==> src/rtl/perfmon_pkg.sv <==
package perfmon_pkg;

   // Width of the register port and of the packed control word.
   localparam int REG_W    = 32;
   // Selector width; the control layout reserves 8 bits per selector.
   localparam int SEL_W    = 8;
   // Two event counters plus the cycle counter.
   localparam int NUM_EV   = 2;
   localparam int NUM_CTR  = NUM_EV + 1;

   // Control word bit positions. Flags and enables share the order
   // {cycle, event B, event A} so they can be handled as vectors.
   localparam int B_RUN      = 0;
   localparam int B_CLR_EV   = 1;
   localparam int B_CLR_CY   = 2;
   localparam int B_DIV      = 3;
   localparam int B_IEN_LO   = 4;
   localparam int B_FLAG_LO  = 8;
   localparam int B_SELB_LO  = 12;
   localparam int B_SELA_LO  = 20;

   typedef enum logic [1:0] {
      LOC_CTRL = 2'd0,
      LOC_CYC  = 2'd1,
      LOC_EVA  = 2'd2,
      LOC_EVB  = 2'd3
   } pm_loc_e;

   // Selector base bit for event counter idx.
   function automatic int sel_base(input int idx);
      return (idx == 0) ? B_SELA_LO : B_SELB_LO;
   endfunction

   // Register location of event counter idx.
   function automatic logic [1:0] ev_loc(input int idx);
      return (idx == 0) ? LOC_EVA : LOC_EVB;
   endfunction

endpackage

==> src/rtl/pm_evt_select.sv <==
module pm_evt_select #(
   parameter int NUM_EVT = 19,
   parameter int SW      = 8
) (
   input  logic [SW-1:0]      sel,
   input  logic [NUM_EVT-1:0] evt,
   output logic               hit
);

   localparam int CODES = 1 << SW;

   initial begin
      a_prm_codes_fit : assert (NUM_EVT >= 1 && NUM_EVT <= CODES)
         else $error("event count does not fit the selector width");
   end

   // Decode every implemented code explicitly. Codes at or beyond
   // NUM_EVT match no term and yield no hit.
   always_comb begin
      hit = 1'b0;
      for (int k = 0; k < NUM_EVT; k++) begin
         if (sel == SW'(k)) hit = evt[k];
      end
   end

endmodule

==> src/rtl/pm_prescaler.sv <==
module pm_prescaler #(
   parameter int LOG2 = 6
) (
   input  logic clk,
   input  logic rst_n,
   input  logic run,
   output logic tick
);

   initial begin
      a_prm_log2 : assert (LOG2 >= 0 && LOG2 <= 16)
         else $error("prescaler width out of range");
   end

   generate
      if (LOG2 == 0) begin : g_bypass
         assign tick = run;
      end else begin : g_div
         logic [LOG2-1:0] psc;

         always_ff @(posedge clk or negedge rst_n) begin
            if (!rst_n)   psc <= '0;
            else if (run) psc <= psc + 1'b1;
            else          psc <= '0;
         end

         assign tick = run & (&psc);

         // consecutive divided ticks are never adjacent
         a_r6_tick_spacing : assert property (@(posedge clk) disable iff (!rst_n)
            tick |=> !tick);
      end
   endgenerate

endmodule

==> src/rtl/pm_counter.sv <==
module pm_counter #(
   parameter int W = 32
) (
   input  logic         clk,
   input  logic         rst_n,
   input  logic         wr_en,
   input  logic [W-1:0] wr_data,
   input  logic         clr,
   input  logic         inc,
   output logic [W-1:0] cnt,
   output logic         wrap
);

   initial begin
      a_prm_width : assert (W >= 2)
         else $error("counter width too small");
   end

   // Priority: direct write, then clear, then increment.
   always_ff @(posedge clk or negedge rst_n) begin
      if (!rst_n)     cnt <= '0;
      else if (wr_en) cnt <= wr_data;
      else if (clr)   cnt <= '0;
      else if (inc)   cnt <= cnt + 1'b1;
   end

   assign wrap = inc & ~wr_en & ~clr & (&cnt);

   // a direct write wins over everything else at its edge
   a_r12_write_wins : assert property (@(posedge clk) disable iff (!rst_n)
      wr_en |=> cnt == $past(wr_data));

   // a clear request without a write leaves zero
   a_r11_clear_zeroes : assert property (@(posedge clk) disable iff (!rst_n)
      (clr && !wr_en) |=> cnt == '0);

endmodule

==> src/rtl/perf_mon3.sv <==
module perf_mon3
   import perfmon_pkg::*;
#(
   parameter int CNT_W    = 32,
   parameter int NUM_EVT  = 19,
   parameter int PSC_LOG2 = 6
) (
   input  logic               clk,
   input  logic               rst_n,
   input  logic               reg_wr,
   input  logic [1:0]         reg_addr,
   input  logic [REG_W-1:0]   reg_wdata,
   output logic [REG_W-1:0]   reg_rdata,
   input  logic [NUM_EVT-1:0] evt_in,
   output logic               irq
);

   initial begin
      a_prm_cnt_w : assert (CNT_W >= 2 && CNT_W <= REG_W)
         else $error("counter width must fit the register port");
      a_prm_evt : assert (NUM_EVT >= 1 && NUM_EVT <= (1 << SEL_W))
         else $error("event count exceeds selector range");
   end

   // ------------------------------------------------------------------
   // Register port decode
   // ------------------------------------------------------------------
   logic ctrl_wr;
   logic cy_wr;
   logic [NUM_EV-1:0] ev_wr;

   assign ctrl_wr = reg_wr && (reg_addr == LOC_CTRL);
   assign cy_wr   = reg_wr && (reg_addr == LOC_CYC);

   // ------------------------------------------------------------------
   // Control state
   // ------------------------------------------------------------------
   logic                          run_q;
   logic                          div_q;
   logic [NUM_CTR-1:0]            ien_q;
   logic [NUM_CTR-1:0]            flag_q;
   logic [NUM_EV-1:0][SEL_W-1:0]  sel_q;
   logic                          clr_ev_q;
   logic                          clr_cy_q;
   logic [NUM_CTR-1:0]            wrap_v;
   logic [NUM_CTR-1:0]            flag_clr;

   always_ff @(posedge clk or negedge rst_n) begin
      if (!rst_n) begin
         run_q <= 1'b0;
         div_q <= 1'b0;
         ien_q <= '0;
         sel_q <= '0;
      end else if (ctrl_wr) begin
         run_q <= reg_wdata[B_RUN];
         div_q <= reg_wdata[B_DIV];
         ien_q <= reg_wdata[B_IEN_LO +: NUM_CTR];
         for (int i = 0; i < NUM_EV; i++) begin
            sel_q[i] <= reg_wdata[sel_base(i) +: SEL_W];
         end
      end
   end

   // Clear requests live for exactly one cycle after the control write.
   always_ff @(posedge clk or negedge rst_n) begin
      if (!rst_n) begin
         clr_ev_q <= 1'b0;
         clr_cy_q <= 1'b0;
      end else begin
         clr_ev_q <= ctrl_wr & reg_wdata[B_CLR_EV];
         clr_cy_q <= ctrl_wr & reg_wdata[B_CLR_CY];
      end
   end

   // Sticky flags: write-1-to-clear, with a same-cycle wrap taking priority.
   assign flag_clr = ctrl_wr ? reg_wdata[B_FLAG_LO +: NUM_CTR] : '0;

   always_ff @(posedge clk or negedge rst_n) begin
      if (!rst_n) flag_q <= '0;
      else        flag_q <= (flag_q & ~flag_clr) | wrap_v;
   end

   assign irq = |(flag_q & ien_q);

   // ------------------------------------------------------------------
   // Event counters
   // ------------------------------------------------------------------
   logic [CNT_W-1:0]  ev_cnt [NUM_EV];
   logic [NUM_EV-1:0] ev_hit;
   logic [NUM_EV-1:0] ev_inc;
   logic [NUM_EV-1:0] ev_wrap;

   generate
      for (genvar i = 0; i < NUM_EV; i++) begin : g_ev
         assign ev_wr[i] = reg_wr && (reg_addr == ev_loc(i));

         pm_evt_select #(
            .NUM_EVT (NUM_EVT),
            .SW      (SEL_W)
         ) u_sel (
            .sel (sel_q[i]),
            .evt (evt_in),
            .hit (ev_hit[i])
         );

         assign ev_inc[i] = run_q & ev_hit[i];

         pm_counter #(
            .W (CNT_W)
         ) u_cnt (
            .clk     (clk),
            .rst_n   (rst_n),
            .wr_en   (ev_wr[i]),
            .wr_data (reg_wdata[CNT_W-1:0]),
            .clr     (clr_ev_q),
            .inc     (ev_inc[i]),
            .cnt     (ev_cnt[i]),
            .wrap    (ev_wrap[i])
         );

         // nothing moves an event counter while the run bit is low
         a_r5_idle_when_off : assert property (@(posedge clk) disable iff (!rst_n)
            (!run_q && !ev_wr[i] && !clr_ev_q) |=> $stable(ev_cnt[i]));

         // unimplemented selector codes never count
         a_r4_bad_code_silent : assert property (@(posedge clk) disable iff (!rst_n)
            (int'(sel_q[i]) >= NUM_EVT && !ev_wr[i] && !clr_ev_q) |=> $stable(ev_cnt[i]));
      end
   endgenerate

   // ------------------------------------------------------------------
   // Cycle counter with optional prescaler
   // ------------------------------------------------------------------
   logic [CNT_W-1:0] cy_cnt;
   logic             psc_tick;
   logic             cy_inc;
   logic             cy_wrap;

   pm_prescaler #(
      .LOG2 (PSC_LOG2)
   ) u_psc (
      .clk   (clk),
      .rst_n (rst_n),
      .run   (run_q & div_q),
      .tick  (psc_tick)
   );

   assign cy_inc = run_q & (div_q ? psc_tick : 1'b1);

   pm_counter #(
      .W (CNT_W)
   ) u_cyc (
      .clk     (clk),
      .rst_n   (rst_n),
      .wr_en   (cy_wr),
      .wr_data (reg_wdata[CNT_W-1:0]),
      .clr     (clr_cy_q),
      .inc     (cy_inc),
      .cnt     (cy_cnt),
      .wrap    (cy_wrap)
   );

   assign wrap_v = {cy_wrap, ev_wrap};

   // ------------------------------------------------------------------
   // Read path
   // ------------------------------------------------------------------
   logic [REG_W-1:0] ctrl_word;

   always_comb begin
      ctrl_word                         = '0;
      ctrl_word[B_RUN]                  = run_q;
      ctrl_word[B_DIV]                  = div_q;
      ctrl_word[B_IEN_LO +: NUM_CTR]    = ien_q;
      ctrl_word[B_FLAG_LO +: NUM_CTR]   = flag_q;
      for (int i = 0; i < NUM_EV; i++) begin
         ctrl_word[sel_base(i) +: SEL_W] = sel_q[i];
      end
   end

   always_comb begin
      unique case (reg_addr)
         LOC_CTRL: reg_rdata = ctrl_word;
         LOC_CYC:  reg_rdata = REG_W'(cy_cnt);
         LOC_EVA:  reg_rdata = REG_W'(ev_cnt[0]);
         default:  reg_rdata = REG_W'(ev_cnt[1]);
      endcase
   end

   // ------------------------------------------------------------------
   // Assertions
   // ------------------------------------------------------------------
   // a cycle-counter wrap leaves its flag set
   a_r7_wrap_sets_flag : assert property (@(posedge clk) disable iff (!rst_n)
      (cy_inc && (&cy_cnt) && !cy_wr && !clr_cy_q) |=> flag_q[NUM_CTR-1]);

   // any wrap leaves its flag set even under a same-cycle clear
   a_r10_set_beats_clear : assert property (@(posedge clk) disable iff (!rst_n)
      (|wrap_v) |=> (flag_q & $past(wrap_v)) == $past(wrap_v));

   // the interrupt only drops after a control write
   a_r8_irq_drop_needs_write : assert property (@(posedge clk) disable iff (!rst_n)
      (irq && !ctrl_wr) |=> irq);

   // read/write fields follow the control write
   a_r9_fields_follow_write : assert property (@(posedge clk) disable iff (!rst_n)
      ctrl_wr |=> (run_q == $past(reg_wdata[B_RUN])) &&
                  (ien_q == $past(reg_wdata[B_IEN_LO +: NUM_CTR])));

   // unassigned control bits read as zero
   a_r13_spare_zero : assert property (@(posedge clk) disable iff (!rst_n)
      (ctrl_word[7] == 1'b0) && (ctrl_word[11] == 1'b0) && (ctrl_word[31:28] == 4'h0));

endmodule

==> config.mk <==
export PLATFORM = sky130hd
export DESIGN_NAME = perf_mon3
export DESIGN_NICKNAME = d
export VERILOG_FILES = /design/src/rtl/perfmon_pkg.sv /design/src/rtl/pm_evt_select.sv /design/src/rtl/pm_prescaler.sv /design/src/rtl/pm_counter.sv /design/src/rtl/perf_mon3.sv
export SDC_FILE = /design/constraint.sdc
export NUM_CORES = 1
export LEC_CHECK = 0
export BUFFER_PORTS_ARGS = -buffer_cell sky130_fd_sc_hd__buf_4
export CAP_MARGIN = 10
export CORE_AREA = 2 2 172 174
export DETAILED_ROUTE_END_ITERATION = 10
export DIE_AREA = 0 0 174 176
export PLACE_DENSITY = 0.54
export SETUP_SLACK_MARGIN = 0.05
export SLEW_MARGIN = 10
export SYNTH_ARGS = -nofsm -noshare
export SYNTH_HDL_FRONTEND = slang
export SYNTH_HIERARCHICAL = 1
export SYNTH_SLANG_ARGS = --single-unit
==> constraint.sdc <==
create_clock -name clk -period 6.1 [get_ports clk]
set_input_delay 0.61 -clock clk [delete_from_list [all_inputs] [get_ports clk]]
set_output_delay 0.61 -clock clk [all_outputs]
set_load 0.01 [all_outputs]
* Word-level counts from Yosys, hierarchy flattened
Cells that the tools add are included.
Widths: inputs -> output; s select.
** Storage, ports and cells
- Input port bits :: 56
- Register bits after elaboration :: 128
- Word-level logic and storage cells :: 146
- Output and inout port bits :: 33
** Cells by class
- Reductions and logical operators :: 15
- Add/sub/neg operators :: 4
- Equal/unequal tests :: 39
- Bitwise logic cells :: 25
- Multiplexer cells :: 51
** Operator list (count)
- $mux 32 :: 9
- $eq 8x4->1 const B :: 16
- $add 32x1->32 const B :: 3
- $pmux 32 s3 :: 1
- $reduce_and 32->1 :: 3
- $eq 8x3->1 const B :: 8
- $eq 8x5->1 const B :: 6
- $mux 1 :: 39
- $eq 8x2->1 const B :: 4
- $and 1x1->1 :: 16
- $eq 8x1->1 const B :: 2
- $logic_not 8->1 :: 2
- $reduce_bool 3->1 :: 3
- $add 6x1->6 const B :: 1
- $and 3x3->3 :: 2
- $mux 6 :: 1
- $reduce_and 6->1 :: 1
- $not 1->1 :: 5
- $eq 2x2->1 const B :: 2
- $logic_and 1x1->1 :: 4
- $mux 3 :: 1
- $not 3->3 :: 1
- $or 3x3->3 :: 1
- $reduce_or 3->1 :: 1
- other kinds (2) :: 2

* Logic depth before layout (Yosys ltp)
- Word-level depth :: 25
- Gate-level depth with buffers :: 12
- Mapped depth without buffers :: 10

* Modules after synthesis
The synthesis kept the hierarchy.
** By module, submodules not included
- pm_counter :: cells an instance 228, times used 3, area an instance 1960.6 um^2, sequential area each 800.8 um^2
- perf_mon3 :: cells an instance 122, times used 1, area an instance 1885.6 um^2, sequential area each 650.6 um^2
- pm_evt_select :: cells an instance 26, times used 2, area an instance 236.5 um^2, sequential area each 0.0 um^2
- pm_prescaler :: cells an instance 24, times used 1, area an instance 270.3 um^2, sequential area each 150.1 um^2

* Worst setup path after synthesis
Ideal clock, no wire load.
- Kind :: register to register
- Start point :: reg sel_q, in the netlist ctrl_word[20]
- End point :: reg flag_q[0]
- Buffers on the path :: 1
- Arrival time :: 2.547 ns
- Setup slack :: 3.471 ns
- Stages on the path, launching flop included :: 12
- Library setup time :: 0.082 ns
- Cell sequence :: dfrtp_1 buf_6 mux4_2 o31a_1 o21ai_1 a22oi_1 and2_1 nand3_1 or4_1 nor4_1 inv_1 a31oi_1
** On the way
- Cells in the longest elaborated chain, start to end :: 25
- Elaborated cells between the ends (all ways) :: 43
- Those cells by class :: eq/ne (18); mux (19); bitwise (5); reduce/logical (1)
** RTL lines
- start, declared :: RTL line perf_mon3.sv:42 : logic [NUM_EV-1:0][SEL_W-1:0] sel_q;
- start signal, assigned by index :: RTL line perf_mon3.sv:59 : sel_q[i] <= reg_wdata[sel_base(i) +: SEL_W];
- $logic_not 8->1 :: RTL line pm_evt_select.sv:22 : if (sel == SW'(k)) hit = evt[k];
- $mux 1 (18 in a row) :: RTL line pm_evt_select.sv:22
- $mux 1 * :: RTL line pm_evt_select.sv:22
- net ev_hit[0] :: RTL line perf_mon3.sv:89 : logic [NUM_EV-1:0] ev_hit;
- $and 1x1->1 * :: RTL line perf_mon3.sv:106 : assign ev_inc[i] = run_q & ev_hit[i];
- net ev_inc[0] :: RTL line perf_mon3.sv:90 : logic [NUM_EV-1:0] ev_inc;
- $and 1x1->1 * (3 in a row) :: RTL line pm_counter.sv:27 : assign wrap = inc & ~wr_en & ~clr & (&cnt);
- net ev_wrap[0] :: RTL line perf_mon3.sv:91 : logic [NUM_EV-1:0] ev_wrap;
- $or 3x3->3 * :: RTL line perf_mon3.sv:80 : else flag_q <= (flag_q & ~flag_clr) | wrap_v;
- end signal, assigned :: RTL line perf_mon3.sv:80
- end, declared :: RTL line perf_mon3.sv:41 : logic [NUM_CTR-1:0] flag_q;
The timed path passes the listed nets; every way through them passes the cells marked *.
A chain may end at the register's enable or synchronous reset.

* Worst setup path after layout
- Start point :: reg sel_q, in the netlist ctrl_word[12]
- End point :: reg flag_q[1]
The elaborated chain is that of the path after synthesis.

==> results.txt <==
----------------------------------------------------
[Clock tree]
  CTS tree ... built
  Master cell of the clock root buffer ... clkbuf_16
  Count of H-tree levels built during CTS ... 4
  Post-CTS setup buffer count ... 0
  Clock transition at the register clock pins on the worst setup and hold paths after CTS ... 60 ps
  Resized cells post-CTS ... 0
  Source-to-sink clock delay at the later pin of the worst-skew pair ... 440 ps
  Clock Tree Buf Depth ... 2
  Total clock sinks ... 128
  CTS Buf Count ... 17
  Number of buffers added to fix hold violations after cts ... 0

[Run status]
  Status ... completed

[Floorplan]
  Floorplan row count ... 62
  Die Area ... between 30000 and 40000 µm²
  Core area ... ~29000 µm²
  Chip width ... between 150 and 200 µm
  Vert. Die Dim ... 176 µm
  Effective utilization at floorplan ... between 20% and 30%
  I/O pin count ... 89

[Drt]
  DRC marker count from the first detailed-route iteration ... 619
  Number of iterations in the first detailed-routing pass ... 7
  Remaining design rule violation count ... 0
  Total number of vias ... 7548
  Vias per cell ... 5.59
  DR WL/cell ... 22.0 µm
  Drt total wl ... 29700 µm
  Count of nets left with antenna violations after detail routing ... 0

[Synth]
  Top flip-flop cell by instance count after synthesis ... dfrtp_1
  Area share of the leading cell type in the synthesized netlist ... between 30% and 40%
  Post-synthesis sequential area ratio ... 37.6%
  Cell variety after synth ... 61
  Total standard cell area after synthesis ... 8510 µm²
  Count leader, synth ... nand2_1
  Proportion of synthesized flip-flops having asynchronous set or reset ... 100%
  Synth cell count leaders ... nand2_1, dfrtp_1, o21ai_0
  Synth area leaders ... dfrtp_1, nand2_1, mux4_2
  Register bit total from synthesis ... 128
  Synth area leader ... dfrtp_1
  Number of nets in the synthesized netlist ... 942
  Post-synthesis instance total ... just under 900
  Synthesized area divided by synthesized cell count ... just under 10 µm²
  Count of flip-flops with a built-in enable after synthesis ... 0
  Count of synthesis-stage warnings from yosys ... 6

[Timing]
  Final hold slack ... 173 ps
  Slew @ Worst Pin ... around 810 ps
  Share of the clock period used by the worst path ... 63.1%
  Final total negative setup slack ... 0 ps
  Worst slew slack as a fraction of its limit ... 45.9%
  Period minus WS final ... 3850 ps
  Endpoints failing hold ... 0
  Count of pins over their slew limit ... 0
  Clock Skews ... 18.5 ps
  RSZ-0062 raised after global routing ... no
  Highest clock rate ... about 0.26 GHz
  Final setup violating endpoints ... 0

[Setup path]
  Crit Path Category ... reg -> reg
  Endpoint kind of the worst setup timing path ... flop
  Top fanout value on the critical path ... 11
  Startpoint type of the worst setup path ... flop
  CP Data Required Time ... 6450 ps
  CP arrival ... 4200 ps

[Cells and area]
  Net count of the finished layout ... 1015
  FF/Latch Area ... 3200 µm²
  Final design area excluding fillers ... 9990 µm²
  N_diodes ... 0
  Footprint of the multi-input gates ... 4980 µm²
  Number of fill cells in the layout ... 2971
  Layout cells sized above 1 ... between 20 and 25%
  Area growth, synth to finish ... 17.4%

[Flow run]
  Maximum Capacitance Violations ... 0

[Pwr]
  Power density over cell area ... 279 nW/µm²
  Leakage power of the design ... about 0.0038 µW
  Maximum VDD drop ... 0.153 mV

[Placement]
  DP Area ... 9450 µm²
  Post-detail-place hpwl ... around 22000 µm
  Routability congestion estimate from global placement ... 0.924
  Number of input and output port buffers inserted ... 88

[Global route]
  Largest net degree at the start of global routing ... 66
  Vias in the first global route ... 7249
  Global-route wire length before repair ... 45000 µm
  Gr usage total ... 19.4%
  Gr ovfl total ... 0
  Initial antenna violation count ... 0

[Min path]
  Path class of the lowest-slack min-delay path ... in -> async

----------------------------------------------------
[worst paths after layout]
check	endpoint	cells after the start	startpoint	slack, ps
worst max-delay path	flag_q[1]	10	ctrl_word[12]	2250
worst min-delay path	g_ev[0].u_cnt/cnt[2]	1	rst_n	170
worst max register to register	flag_q[1]	10	ctrl_word[12]	2250
worst min register to register	u_psc/g_div.psc[0]	1	u_psc/g_div.psc[0]	490
max in group asynchronous	u_cyc/cnt[24]	2	rst_n	4650
min in group clk	g_ev[0].u_cnt/cnt[6]	3	reg_wdata[6]	430
[sequential cells by signal, indices dropped and copies added (netlist names)]
register,flops
flag_q,3
ien_q,3
u_psc/g_div.psc,6
div_q,1
g_ev.u_cnt/cnt,64
clr_ev_q,1
u_cyc/cnt,32
run_q,1
ctrl_word,16
clr_cy_q,1
[layout by cell type, fill, tap and decap left out, types with 7 or more instances in the layout]
cell type	synthesis	routed
inv_1	16	16
mux2i_1	7	7
dfrtp_1	128	128
xor2_1	34	34
xnor2_1	44	44
nor2b_1	7	7
o21ai_1	8	8
a21oi_1	17	17
nor3_1	36	36
nand4_1	26	26
mux4_2	22	22
and2_1	10	10
nand3_1	55	55
nand2_1	147	147
mux2_2	22	22
mux2_4	15	15
buf_4	3	96
a22o_1	11	11
clkbuf_16	0	17
nor2_1	28	27
and3_1	13	13
o21ai_0	69	69
nor4_1	17	17
clkinv_2	0	7
[final cells by class]
cell class / instances / share of cell area [%]
multi-input cells: 695 / 49.8
flip-flops and latches: 128 / 32.1
repair buffers: 97 / 7.33
well taps: 384 / 4.81
clock buffers: 19 / 4.43
clock inverters: 12 / 0.952
inverters: 16 / 0.601
[through the flow]
stage | total power (µW) | util [%] | setup slack, ps | std cells
after floorplan | 1550 | - | 3470 | 882
final | 2780 | 35.0 | 2250 | 1351
after CTS | 2800 | 35.0 | 2220 | 1351
after global routing | 2920 | 35.0 | 1990 | 1351
after global placement | 1830 | 33.1 | 2190 | 1320
after detailed placement | 1840 | 33.1 | 2230 | 1320
[metal layers]
metal | track usage, % | vias to the layer above | wire, µm
met4 | 9.00 | 0 | 1180
li1 | - | 3418 | -
met2 | 32.0 | 323 | 14000
met5 | 0 | - | 0
met1 | 25.6 | 3739 | 12800
met3 | 2.28 | 68 | 1740
[critical path, stage by stage, from the launching register on]
cell	delay, ps
dfrtp_1	650
mux2i_1	130
o21ai_0	280
a41oi_1	160
a22oi_1	280
and2_1	500
nand3_1	330
or4_1	710
nor4_1	460
inv_1	90
a31oi_1	160
[where the power goes]
part	switching (µW)	internal, µW
logic	291	313
registers	247	979
clock network	392	561
[kinds of logic (layout without fill, tap and decap cells)]
family,count (synthesis),in the layout,share of synthesized area (%)
flip-flops,128,128,37.6
adder cells (fa/ha/maj),4,4,0.588
buffers and inverters,59,144,3.90
AND/OR/NAND/NOR,383,383,23.9
XOR/XNOR,78,78,8.03
AO/OA/AOI/OAI,158,158,11.9
multiplexers,72,72,14.1
Note: power is estimated with default switching activity, not from simulation.
